==> config.mk <==
export PLATFORM = sky130hd
export DESIGN_NAME = irqc_top
export DESIGN_NICKNAME = d
export VERILOG_FILES = /design/src/rtl/irqc_pkg.sv /design/src/rtl/irqc_flag_bank.sv /design/src/rtl/irqc_prio_enc.sv /design/src/rtl/irqc_vector_gen.sv /design/src/rtl/irqc_top.sv
export SDC_FILE = /design/constraint.sdc
export NUM_CORES = 1
export LEC_CHECK = 0
export BUFFER_PORTS_ARGS = -buffer_cell sky130_fd_sc_hd__buf_2
export CORE_ASPECT_RATIO = 0.75
export CORE_MARGIN = 4
export CORE_UTILIZATION = 45
export CTS_CLUSTER_SIZE = 10
export DETAILED_ROUTE_END_ITERATION = 8
export PLACE_DENSITY = 0.8
export SLEW_MARGIN = 20
export SYNTH_ARGS = -nofsm -noshare
export SYNTH_HDL_FRONTEND = slang
export SYNTH_SLANG_ARGS = --single-unit
==> constraint.sdc <==
create_clock -name clk -period 2.4 [get_ports clk]
set_input_delay 0.12 -clock clk [delete_from_list [all_inputs] [get_ports clk]]
set_output_delay 0.12 -clock clk [all_outputs]
set_load 0.05 [all_outputs]
==> src/rtl/irqc_pkg.sv <==
package irqc_pkg;

    typedef enum logic {
        SEL_FLAGS   = 1'b0,
        SEL_ENABLES = 1'b1
    } regsel_e;

endpackage

==> src/rtl/irqc_flag_bank.sv <==
module irqc_flag_bank
    import irqc_pkg::*;
#(
    parameter int unsigned           NUM_SRC     = 16,
    parameter logic [NUM_SRC-1:0]    SINGLE_MASK = 16'hBFF7,
    localparam int unsigned          IDX_W       = $clog2(NUM_SRC)
) (
    input  logic                 clk,
    input  logic                 rst_n,
    input  logic [NUM_SRC-1:0]   hw_event,
    input  logic                 reg_we,
    input  logic                 reg_sel,
    input  logic [NUM_SRC-1:0]   reg_wdata,
    input  logic                 acc_fire,
    input  logic [IDX_W-1:0]     acc_idx,
    output logic [NUM_SRC-1:0]   flag_q,
    output logic [NUM_SRC-1:0]   en_q
);

    typedef struct packed {
        logic [NUM_SRC-1:0] flag;
        logic [NUM_SRC-1:0] en;
    } bank_t;

    bank_t              st_d, st_q;
    logic [NUM_SRC-1:0] acc_clr_d;
    regsel_e            sel_d;

    always_comb begin
        st_d      = st_q;
        sel_d     = regsel_e'(reg_sel);
        acc_clr_d = '0;
        if (acc_fire && SINGLE_MASK[acc_idx]) begin
            acc_clr_d[acc_idx] = 1'b1;
        end
        if (reg_we && sel_d == SEL_FLAGS) begin
            st_d.flag = reg_wdata;
        end else begin
            st_d.flag = st_q.flag & ~acc_clr_d;
        end
        if (reg_we && sel_d == SEL_ENABLES) begin
            st_d.en = reg_wdata;
        end
        st_d.flag = st_d.flag | hw_event;
    end

    always_ff @(posedge clk or negedge rst_n) begin
        if (!rst_n) begin
            st_q <= '0;
        end else begin
            st_q <= st_d;
        end
    end

    assign flag_q = st_q.flag;
    assign en_q   = st_q.en;

    AST_EVENT_BEATS_WRITE: assert property (@(posedge clk) disable iff (!rst_n)
        (reg_we && |hw_event) |=> ((flag_q & $past(hw_event)) == $past(hw_event)));

    AST_EVENT_BEATS_ACCEPT: assert property (@(posedge clk) disable iff (!rst_n)
        (acc_fire && |hw_event) |=> ((flag_q & $past(hw_event)) == $past(hw_event)));

    AST_SINGLE_CLEARED: assert property (@(posedge clk) disable iff (!rst_n)
        (acc_fire && !reg_we && SINGLE_MASK[acc_idx] && !hw_event[acc_idx])
        |=> !flag_q[$past(acc_idx)]);

    AST_MULTI_KEPT: assert property (@(posedge clk) disable iff (!rst_n)
        (acc_fire && !reg_we && !SINGLE_MASK[acc_idx] && flag_q[acc_idx])
        |=> flag_q[$past(acc_idx)]);

endmodule

==> src/rtl/irqc_prio_enc.sv <==
module irqc_prio_enc #(
    parameter int unsigned  NUM_SRC = 16,
    localparam int unsigned IDX_W   = $clog2(NUM_SRC)
) (
    input  logic [NUM_SRC-1:0] pend,
    output logic               any,
    output logic [IDX_W-1:0]   idx
);

    always_comb begin
        any = 1'b0;
        idx = '0;
        for (int i = 0; i < NUM_SRC; i++) begin
            if (pend[i]) begin
                any = 1'b1;
                idx = IDX_W'(i);
            end
        end
    end

endmodule

==> src/rtl/irqc_vector_gen.sv <==
module irqc_vector_gen #(
    parameter int unsigned  NUM_SRC = 16,
    parameter int unsigned  ADDR_W  = 16,
    localparam int unsigned IDX_W   = $clog2(NUM_SRC)
) (
    input  logic [IDX_W-1:0]  idx,
    output logic [ADDR_W-1:0] vector
);

    localparam int unsigned        BASE_INT = (1 << ADDR_W) - 2 * NUM_SRC;
    localparam logic [ADDR_W-1:0]  BASE_V   = ADDR_W'(BASE_INT);

    always_comb begin
        vector = BASE_V + ADDR_W'({idx, 1'b0});
    end

endmodule

==> src/rtl/irqc_top.sv <==
module irqc_top
    import irqc_pkg::*;
#(
    parameter int unsigned          NUM_SRC      = 16,
    parameter int unsigned          ADDR_W       = 16,
    parameter logic [NUM_SRC-1:0]   SINGLE_MASK  = 16'hBFF7,
    parameter logic [NUM_SRC-1:0]   NONMASK_MASK = 16'hC000,
    localparam int unsigned         IDX_W        = $clog2(NUM_SRC)
) (
    input  logic                 clk,
    input  logic                 rst_n,
    input  logic [NUM_SRC-1:0]   hw_event,
    input  logic                 gie,
    input  logic                 reg_we,
    input  logic                 reg_sel,
    input  logic [NUM_SRC-1:0]   reg_wdata,
    output logic [NUM_SRC-1:0]   reg_rdata,
    input  logic                 accept,
    output logic                 irq_req,
    output logic [IDX_W-1:0]     irq_idx,
    output logic [ADDR_W-1:0]    irq_vector
);

    logic [NUM_SRC-1:0] flag_q;
    logic [NUM_SRC-1:0] en_q;
    logic [NUM_SRC-1:0] pend;
    logic               acc_fire;

    irqc_flag_bank #(
        .NUM_SRC     (NUM_SRC),
        .SINGLE_MASK (SINGLE_MASK)
    ) u_bank (
        .clk       (clk),
        .rst_n     (rst_n),
        .hw_event  (hw_event),
        .reg_we    (reg_we),
        .reg_sel   (reg_sel),
        .reg_wdata (reg_wdata),
        .acc_fire  (acc_fire),
        .acc_idx   (irq_idx),
        .flag_q    (flag_q),
        .en_q      (en_q)
    );

    for (genvar g = 0; g < NUM_SRC; g++) begin : g_gate
        if (NONMASK_MASK[g]) begin : g_nmi
            assign pend[g] = flag_q[g] & en_q[g];
        end else begin : g_mask
            assign pend[g] = flag_q[g] & en_q[g] & gie;
        end
    end

    irqc_prio_enc #(
        .NUM_SRC (NUM_SRC)
    ) u_enc (
        .pend (pend),
        .any  (irq_req),
        .idx  (irq_idx)
    );

    irqc_vector_gen #(
        .NUM_SRC (NUM_SRC),
        .ADDR_W  (ADDR_W)
    ) u_vec (
        .idx    (irq_idx),
        .vector (irq_vector)
    );

    assign acc_fire  = accept & irq_req;
    assign reg_rdata = (regsel_e'(reg_sel) == SEL_ENABLES) ? en_q : flag_q;

    AST_REQ_HAS_SOURCE: assert property (@(posedge clk) disable iff (!rst_n)
        irq_req |-> (flag_q[irq_idx] && en_q[irq_idx]));

    AST_MASKED_NEEDS_GIE: assert property (@(posedge clk) disable iff (!rst_n)
        (irq_req && !NONMASK_MASK[irq_idx]) |-> gie);

    AST_NONE_HIGHER: assert property (@(posedge clk) disable iff (!rst_n)
        irq_req |-> (((pend >> irq_idx) >> 1) == '0));

    AST_IDLE_ACCEPT_HOLDS: assert property (@(posedge clk) disable iff (!rst_n)
        (accept && !irq_req && !reg_we && !(|hw_event)) |=> $stable(flag_q));

endmodule

# [After elaboration in Yosys (flattened, before gate mapping)]
# Memory sizes are Yosys's and may differ from the RTL's.
# Index checks and enable logic that the tools add are counted.
# Widths: inputs -> output; s select.
[word_totals] output_inout_bits=37 mem_count=1 reg_bits=32 in_bits=38 elab_cells=82 mem_bits_ro=16
[op_classes] n_bitwise=35 n_lt_le_gt_ge=2 reduce_logical=4 mux=37 n_addsub=1
[memory_table] memory="(name not given)" words=16 width=1 read_ports=1 rd_clocked_by_memory_dff=0 write_ports=0 line_no="irqc_flag_bank.sv:33" rtl="if (acc_fire && SINGLE_MASK[acc_idx]) begin"
[op_table] op="$mux 16" count=3
[op_table] op="$mux 4" count=8
[op_table] op="$and 1x1->1" count=31
[op_table] op="$mux 1" count=19
[op_table] op="$and 16x16->16" count=1
[op_table] op="$not 16->16" count=1
[op_table] op="$or 16x16->16" count=1
[op_table] op="$mux 3" count=4
[op_table] op="$add 6x6->7 const A" count=1
[op_table] op="$lt 4x5->1 const B" count=1
[op_table] op="$demux 1 s4" count=1
[op_table] op="$ge 4x1->1 const B" count=1
[op_table] op="$logic_and 1x1->1" count=4
[op_table] op="$mux 2" count=2
[op_table] op="$not 1->1" count=1

# [Depth between registers and ports, before layout]
# Gate-level depths: netlist (run 1).
[logic_depth] depth_word=26 mapped_depth=7 ltp_nobuf=5

# [By module]
# Synthesis (run 1) repeated with hierarchy kept, for this count alone.
[unflattened] hier_cells=193 area_unflattened_um2=2006.9
[modules_own_cells] mod="irqc_flag_bank" n_inst=1 cells_per_inst=110 seq_area_each_um2=800.8 area_each_um2=1358.8
[modules_own_cells] mod="irqc_top" n_inst=1 cells_per_inst=36 seq_area_each_um2=0.0 area_each_um2=359.1
[modules_own_cells] mod="irqc_prio_enc" n_inst=1 cells_per_inst=29 seq_area_each_um2=0.0 area_each_um2=161.4
[modules_own_cells] mod="irqc_vector_gen" n_inst=1 cells_per_inst=18 seq_area_each_um2=0.0 area_each_um2=127.6

# [Worst setup path before layout (run 1)]
# No wires, ideal clock.
[synth_path] path_kind="register to output" start="register u_bank.st_q (netlist bit u_bank.flag_q[5])" end="output port irq_vector[2]" stages_incl_launch_ff=6 path_slack_ns=0.142 t_arrival_ns=2.138 n_path_buf=1 t_required_ns=2.280 cell_sequence="dfrtp_1 a22oi_1 and3b_2 o21ai_1 o21bai_1 buf_4"
[synth_via] elab_chain_len=14
[synth_lines] item="from (decl)" line_no="irqc_flag_bank.sv:25" rtl="bank_t st_d, st_q;"
[synth_lines] item="from (signal assigned)" line_no="irqc_flag_bank.sv:51" rtl="st_q <= st_d;"
[synth_lines] item="$and 1x1->1 (2 in series)" line_no="irqc_top.sv:49" rtl="assign pend[g] = flag_q[g] & en_q[g] & gie;"
[synth_lines] item="$mux 3 (3 in series)" line_no="irqc_prio_enc.sv:14" rtl="if (pend[i]) begin"
[synth_lines] item="$mux 4 (8 in series)" line_no="irqc_prio_enc.sv:14"
[synth_lines] item="named net irq_idx[1]" line_no="irqc_top.sv:20" rtl="output logic [IDX_W-1:0] irq_idx,"
[synth_lines] item="$add 6x6->7" line_no="irqc_vector_gen.sv:14" rtl="vector = BASE_V + ADDR_W'({idx, 1'b0});"
[synth_lines] item="to (decl)" line_no="irqc_top.sv:21" rtl="output logic [ADDR_W-1:0] irq_vector"
# The timed path passes the listed nets, and every way through them passes these cells.

# [Final worst setup path (run 1)]
[layout_path] start="register u_bank.st_q (netlist bit u_bank.flag_q[5])" end="output port irq_vector[2]"
[layout_via] elab_chain_len=14
[layout_lines] item="$and 1x1->1 (2 in series)" line_no="irqc_top.sv:49"
[layout_lines] item="$mux 3 (3 in series)" line_no="irqc_prio_enc.sv:14"
[layout_lines] item="$mux 4 (8 in series)" line_no="irqc_prio_enc.sv:14"
[layout_lines] item="$add 6x6->7" line_no="irqc_vector_gen.sv:14"
# Every way passes these cells.

==> results.json, run 1 <==
{
  "rsz0062_at_grt": "no",
  "cpPeakStageDelay_ns": 0.41,
  "nFillCells": 416,
  "drtIter0Drc": 117,
  "die_w_um": 87.7,
  "ios": 75,
  "combPwrFrac_pct": 41.1,
  "grt_max_degree": 33,
  "wl_met2_um": 2660,
  "rows": 21,
  "seqPwrFrac_pct": 35.8,
  "hold_viol_final": 0,
  "insertion_delay_ns": 0.28,
  "gp_congestion": 0.882,
  "vias": 1880,
  "routed_wl_um": 5920,
  "drive_above_1_share_pct": 45.7,
  "p_int_mw": 1.08,
  "yosysSeqAreaShare_pct": 37.3,
  "worst_setup_path_start_kind": "register",
  "criticalPathCategory": "reg2out",
  "finalCritPeriodShare_pct": 87.8,
  "power_frac_clock_pct": 23.1,
  "met3_length_um": 537,
  "crit_slowest_cell": "dfrtp_1",
  "slew_headroom_pct": 51.1,
  "p_sw_mw": 0.790,
  "cts_buffers": 5,
  "antenna_found_initial": 0,
  "final_common_cell": "buf_2",
  "synth_top_cells_by_area": "dfrtp_1 (37%), mux2_2 (17%), buf_4 (5.9%)",
  "hold_ws_ns": 0.0318,
  "fin_nets": 306,
  "cts_hold_buffers": 1,
  "syn-cell-area_um2": 2150,
  "worstPathCellList": "a22oi_1 > and3b_2 > o21ai_1 > o21bai_1 > buf_2",
  "ir_worst_vdd_mv": 0.383,
  "cts_tree": "built",
  "finalSetupViolCount": 0,
  "port_buffers": 62,
  "fin_crit_ns": 2.11,
  "clkSinkCount": 32,
  "clk_pin_slew_ns": 0.06,
  "fmax_mhz": 475,
  "grt_pass1_wl_um": 9230,
  "rr_startpoint": "u_bank.flag_q[5]",
  "switching_share_pct": 42.3,
  "cp_max_fo": 5,
  "mostFrequentLayoutCells": "buf_2 (62), mux2_2 (32), dfrtp_1 (32)",
  "antenna_cells": 0,
  "gr-total-overflow": 0,
  "rr_worst_depth": 5,
  "placed_cells": 317,
  "top_layer": "met4",
  "synth_top_area_cell": "dfrtp_1",
  "track_usage_pct": 20.6,
  "dpl_cell_area_um2": 2420,
  "maxCapViolCount": 0,
  "reg2reg_slack_ns": 0.64,
  "drtAntennaViolNets": 0,
  "end_kind": "output pin",
  "start_util_pct": 47.2,
  "p_per_area_nw_per_um2": 740,
  "finalClockSkew_ns": 0.00773,
  "status": "complete, no violations",
  "wl_per_cell_um": 18.1,
  "tightest_slew_ns": 0.734,
  "p_leak_nw": 1.07,
  "utilization_pct": 55.5,
  "arrival_ns": 1.99,
  "ys_ff_latch": 32,
  "synthCells": 208,
  "hold_class": "in2reg",
  "min_from": "hw_event[3]",
  "avgSynthCellArea_um2": 10.3,
  "drv_slew": 0,
  "wl_met1_um": 2650,
  "hold_end": "u_bank.flag_q[3]",
  "dpl.hpwl_um": 4380,
  "final_design_area_no_fill_um2": 2520,
  "drcViolationCount": 0,
  "yosys_warnings": 0,
  "timing.setup.tns_ns": 0,
  "fp.coreArea_um2": 4550,
  "cts_setup_buffers": 0,
  "synth_cell_types": 42,
  "die_y_um": 67.8,
  "holdPathStages": 2,
  "fin_cells": 326,
  "reg2reg_to": "u_bank.flag_q[0]",
  "root_buffer": "clkbuf_8",
  "post_cts_resized": 0,
  "dr.pass1.iters": 4,
  "htreeDepth": 2,
  "synth.top_cell.area_share_pct": 37.3,
  "startpoint": "u_bank.flag_q[5]",
  "grt_pass1_vias": 1915,
  "cts.path.max_buffers": 2,
  "viasPerCell": 5.77,
  "cp_data_required_time_ns": 2.28,
  "die_area_um2": 5950,
  "syn2layout_area_growth_pct": 17.6
}
[area by class of cell]
class / instances / area, µm² / area share (%)
Clock buffer: 8 / 90.1 / 3.57
Multi-Input combinational cell: 159 / 1200 / 47.7
Tap cell: 57 / 71.3 / 2.83
Timing Repair Buffer: 66 / 343 / 13.6
Inverter: 4 / 15.0 / 0.595
Sequential cell: 32 / 801 / 31.7
[registers in the layout, summed over array words and instances, names as in the netlist]
register,flops
u_bank.flag_q,16
u_bank.en_q,16
[cell usage after synthesis]
library cell,number
dfrtp_1,32
mux2_2,32
buf_4,17
a211oi_1,14
nand2_1,14
and2_1,12
a21oi_1,10
a31oi_1,7
nor2_1,5
nor3_1,5
a22o_2,4
a22oi_1,4
and2_2,4
inv_1,4
buf_2,3
nand4_1,3
o21ai_1,3
a211o_1,2
a21bo_2,2
a21boi_0,2
a22o_1,2
a32o_1,2
clkbuf_1,2
conb_1,2
nand2b_1,2
nand3_1,2
o21ba_2,2
a211oi_4,1
a21o_1,1
a21oi_4,1
a22oi_2,1
a41o_1,1
and2_4,1
and3_1,1
and3b_2,1
clkbuf_8,1
nor2b_1,1
nor4_1,1
o211ai_2,1
o211ai_4,1
o21ai_4,1
o21bai_1,1
[per-layer routing]
layer / global-route usage [%] / up-vias
li1: - / 868
met2: 33.2 / 89
met1: 26.6 / 916
met5: 0 / -
met4: 5.94 / 0
met3: 6.46 / 7
[power by group through the flow]
stage                     logic [mW]  clock network, mW  registers, mW
after detailed placement       0.763                  0          0.676
final                          0.768              0.431          0.669
after CTS                      0.768              0.442          0.667
after global routing           0.813              0.473          0.678
after global placement         0.751                  0          0.672
after floorplan                0.627                  0          0.654
[critical path: cells and delay by family (launching register included)]
kind | cells | cell delay, ns
AO/OA/AOI/OAI | 3 | 0.73
AND/OR/NAND/NOR | 1 | 0.23
buffers and inverters | 1 | 0.33
flip-flops | 1 | 0.41
[through the flow]
stage               total power [mW]  setup WS (ns)
finish                          1.87          0.294
global route                    1.96          0.173
CTS                             1.88          0.292
detailed placement              1.44          0.595
global placement                1.42          0.671
floorplan                       1.28          0.142
[kinds of logic (layout without fill, tap and decap cells)]
kind of cell | Yosys count | count (layout) | share of synthesized area, %
other | 2 | 12 | 0.350
AND/OR/NAND/NOR | 52 | 52 | 13.1
multiplexers | 32 | 32 | 16.8
buffers and inverters | 27 | 78 | 8.34
flip-flops | 32 | 32 | 37.3
AO/OA/AOI/OAI | 63 | 63 | 24.1
[worst max-delay path by stage]
| stage | end | slack, ns | depth (start not counted) |
|---|---|---|---|
| 2_1_floorplan | irq_vector[2] | 0.14 | 5 |
| 3_3_place_gp | irq_vector[2] | 0.67 | 5 |
| 3_5_place_dp | irq_vector[2] | 0.59 | 5 |
| 4_1_cts | irq_vector[2] | 0.29 | 5 |
| 5_1_grt | irq_vector[2] | 0.17 | 5 |
| 6_report | irq_vector[2] | 0.29 | 5 |
Power figures use the tool's default switching activity.
==> run 2: changes to the inputs <==
--- a/config.mk
+++ b/config.mk
@@ -11,8 +11,9 @@
 export CORE_UTILIZATION = 45
 export CTS_CLUSTER_SIZE = 10
 export DETAILED_ROUTE_END_ITERATION = 8
-export PLACE_DENSITY = 0.8
+export PLACE_DENSITY = 0.81
 export SLEW_MARGIN = 20
 export SYNTH_ARGS = -nofsm -noshare
 export SYNTH_HDL_FRONTEND = slang
+export SYNTH_HIERARCHICAL = 1
 export SYNTH_SLANG_ARGS = --single-unit
==> run 2 against run 1 <==
  * Sequential power is 3.3% lower
  * Total power rose by 0.38%
  * Register-to-register slack lost 0.46 ns
  * Clock skew decreased by 0.0037 ns
  * Non-clock buffer count grew 1
  * Core utilization grew 2.3 points
  * Setup slack worse by 0.12 ns
  * Critical path type is now reg2reg
  * Highest routed layer unchanged
==> results.json, run 2 <==
{
  "fmax_mhz": 450,
  "synth-main-ff-cell": "dfrtp_1",
  "gp_congestion": 0.858,
  "drtIter0Drc": 71,
  "cts_buffers": 5,
  "cp_data_required_time_ns": 2.56,
  "fin_cells": 309,
  "p_per_area_nw_per_um2": 776,
  "cts.path.max_buffers": 2,
  "worst_slack_ns": 0.176,
  "rsz0062_at_grt": "no",
  "htreeDepth": 2,
  "drive_above_1_share_pct": 46.1,
  "arrival_ns": 2.39,
  "criticalPathCategory": "reg2reg",
  "worst_setup_path_start_kind": "register",
  "viasPerCell": 5.53,
  "startpoint": "u_bank/en_q[2]",
  "rr_worst_depth": 7,
  "vias": 1709,
  "hold_viol_final": 0,
  "p_leak_nw": 1.09,
  "dpl.hpwl_um": 3730,
  "syn-cell-area_um2": 2010,
  "rr_startpoint": "u_bank/en_q[2]",
  "status": "complete, no violations",
  "die_y_um": 65.8,
  "grt_pass1_wl_um": 8160,
  "hold_ws_ns": 0.0171,
  "track_usage_pct": 18.9,
  "port_buffers": 62,
  "finalCritPeriodShare_pct": 92.7,
  "grt_pass1_vias": 1666,
  "grt_max_degree": 33,
  "fp.coreArea_um2": 4180,
  "mostFrequentLayoutCells": "buf_2 (62), dfrtp_1 (32), mux2_2 (22)",
  "fin_crit_ns": 2.22,
  "fin_nets": 291,
  "ios": 75,
  "synth_most_common_cell": "dfrtp_1",
  "synthCells": 193,
  "clk_pin_slew_ns": 0.07,
  "dp_slack_ns": 0.0335,
  "reg2reg_to": "u_bank/flag_q[9]",
  "routed_wl_um": 5040,
  "synthArstFlopShare_pct": 100,
  "yosys_warnings": 6,
  "dr.pass1.iters": 4,
  "cp-endpoint": "u_bank/flag_q[9]",
  "ys_ff_latch": 32,
  "final_common_cell": "buf_2",
  "start_util_pct": 48.0,
  "drtAntennaViolNets": 0,
  "synth_cell_types": 37,
  "hold_class": "in2reg",
  "insertion_delay_ns": 0.29,
  "antenna_found_initial": 0,
  "synth.top_cell.area_share_pct": 39.9,
  "gr-total-overflow": 0,
  "placed_cells": 300,
  "synth_top_area_cell": "dfrtp_1",
  "synth_common_cells": "dfrtp_1 (32), mux2_2 (22), o21ai_0 (21)",
  "synth_edf_count": 0,
  "yosysSeqAreaShare_pct": 39.9,
  "die_w_um": 85.1,
  "reg2reg_slack_ns": 0.18,
  "slew_headroom_pct": 52.1,
  "cp_max_fo": 9,
  "antenna_cells": 0,
  "die_area_um2": 5600,
  "drcViolationCount": 0,
  "drv_slew": 0,
  "utilization_pct": 57.8,
  "end_kind": "register",
  "root_buffer": "clkbuf_8",
  "avgSynthCellArea_um2": 10.4,
  "tightest_slew_ns": 0.719,
  "clkSinkCount": 32,
  "cts_tree": "built",
  "rows": 20,
  "ir_worst_vdd_mv": 0.488,
  "synth_top_cells_by_area": "dfrtp_1 (40%), mux2_2 (12%), mux2_4 (7.5%)",
  "wl_per_cell_um": 16.3,
  "finalSetupViolCount": 0,
  "maxCapViolCount": 0,
  "syn2layout_area_growth_pct": 20.3,
  "power_mw": 1.88,
  "finalClockSkew_ns": 0.00406
}
## run 2: final cells by class
type,count,area (µm²)
Multi-Input combinational cell,146,1100
Timing Repair Buffer,67,350
Tap cell,55,68.8
Inverter,1,3.75
Fill cell,381,1760
Clock inverter,2,10.0
Sequential cell,32,801
Clock buffer,6,82.6
## run 2: power by group
group	internal [mW]	switching, mW
Combinational	0.252	0.544
Sequential	0.602	0.0446
Clock	0.228	0.204
Total	1.08	0.793
## run 2: cell families after synthesis
family / Yosys count / share of synthesized area [%]
multiplexers: 32 / 19.8
buffers and inverters: 25 / 9.41
AO/OA/AOI/OAI: 50 / 15.5
flip-flops: 32 / 39.9
AND/OR/NAND/NOR: 52 / 15.0
other: 2 / 0.374
## run 2: what timing repair did
item	in CTS	in global routing
buffers inserted	0	0
endpoints found under the setup margin	1	1
hold buffers	1	0
resized for setup	1	1
hold endpoints to repair	32	0
## run 2: worst min path at each step
| stage | depth (start not counted) | slack, ns | to | startpoint |
|---|---|---|---|---|
| 2_1_floorplan | 0 | -0.18 | u_bank/en_q[0] | rst_n |
| 3_3_place_gp | 1 | 0.20 | u_bank/en_q[4] | rst_n |
| 3_5_place_dp | 1 | 0.21 | u_bank/en_q[4] | rst_n |
| 4_1_cts | 2 | 0.01 | u_bank/flag_q[14] | hw_event[14] |
| 5_1_grt | 2 | 0.01 | u_bank/flag_q[14] | hw_event[14] |
| 6_report | 2 | 0.02 | u_bank/flag_q[14] | hw_event[14] |
## run 2: metrics by stage
stage | area (µm²) | setup TNS, ns
detailed placement | 2300 | 0
global route | 2410 | 0
CTS | 2410 | 0
floorplan | 2070 | -1.55
global placement | 2300 | 0
finish | 2410 | 0
## run 2: critical path, stage by stage, from the launching register on
cell and delay (ns):
dfrtp_1 0.39, and3_1 0.20, nand2b_1 0.15, a221o_1 0.35, a31oi_4 0.35, nand2b_1 0.22, o31ai_1 0.31, o21ai_0 0.11
## run 2: metal layers
layer  wire length, µm  up-vias  track usage (%)
met3               437       11             5.73
met5                 0        -                0
met1              2250      832             24.7
met2              2250       67             28.8
li1                  -      799                -
met4               105        0             8.50
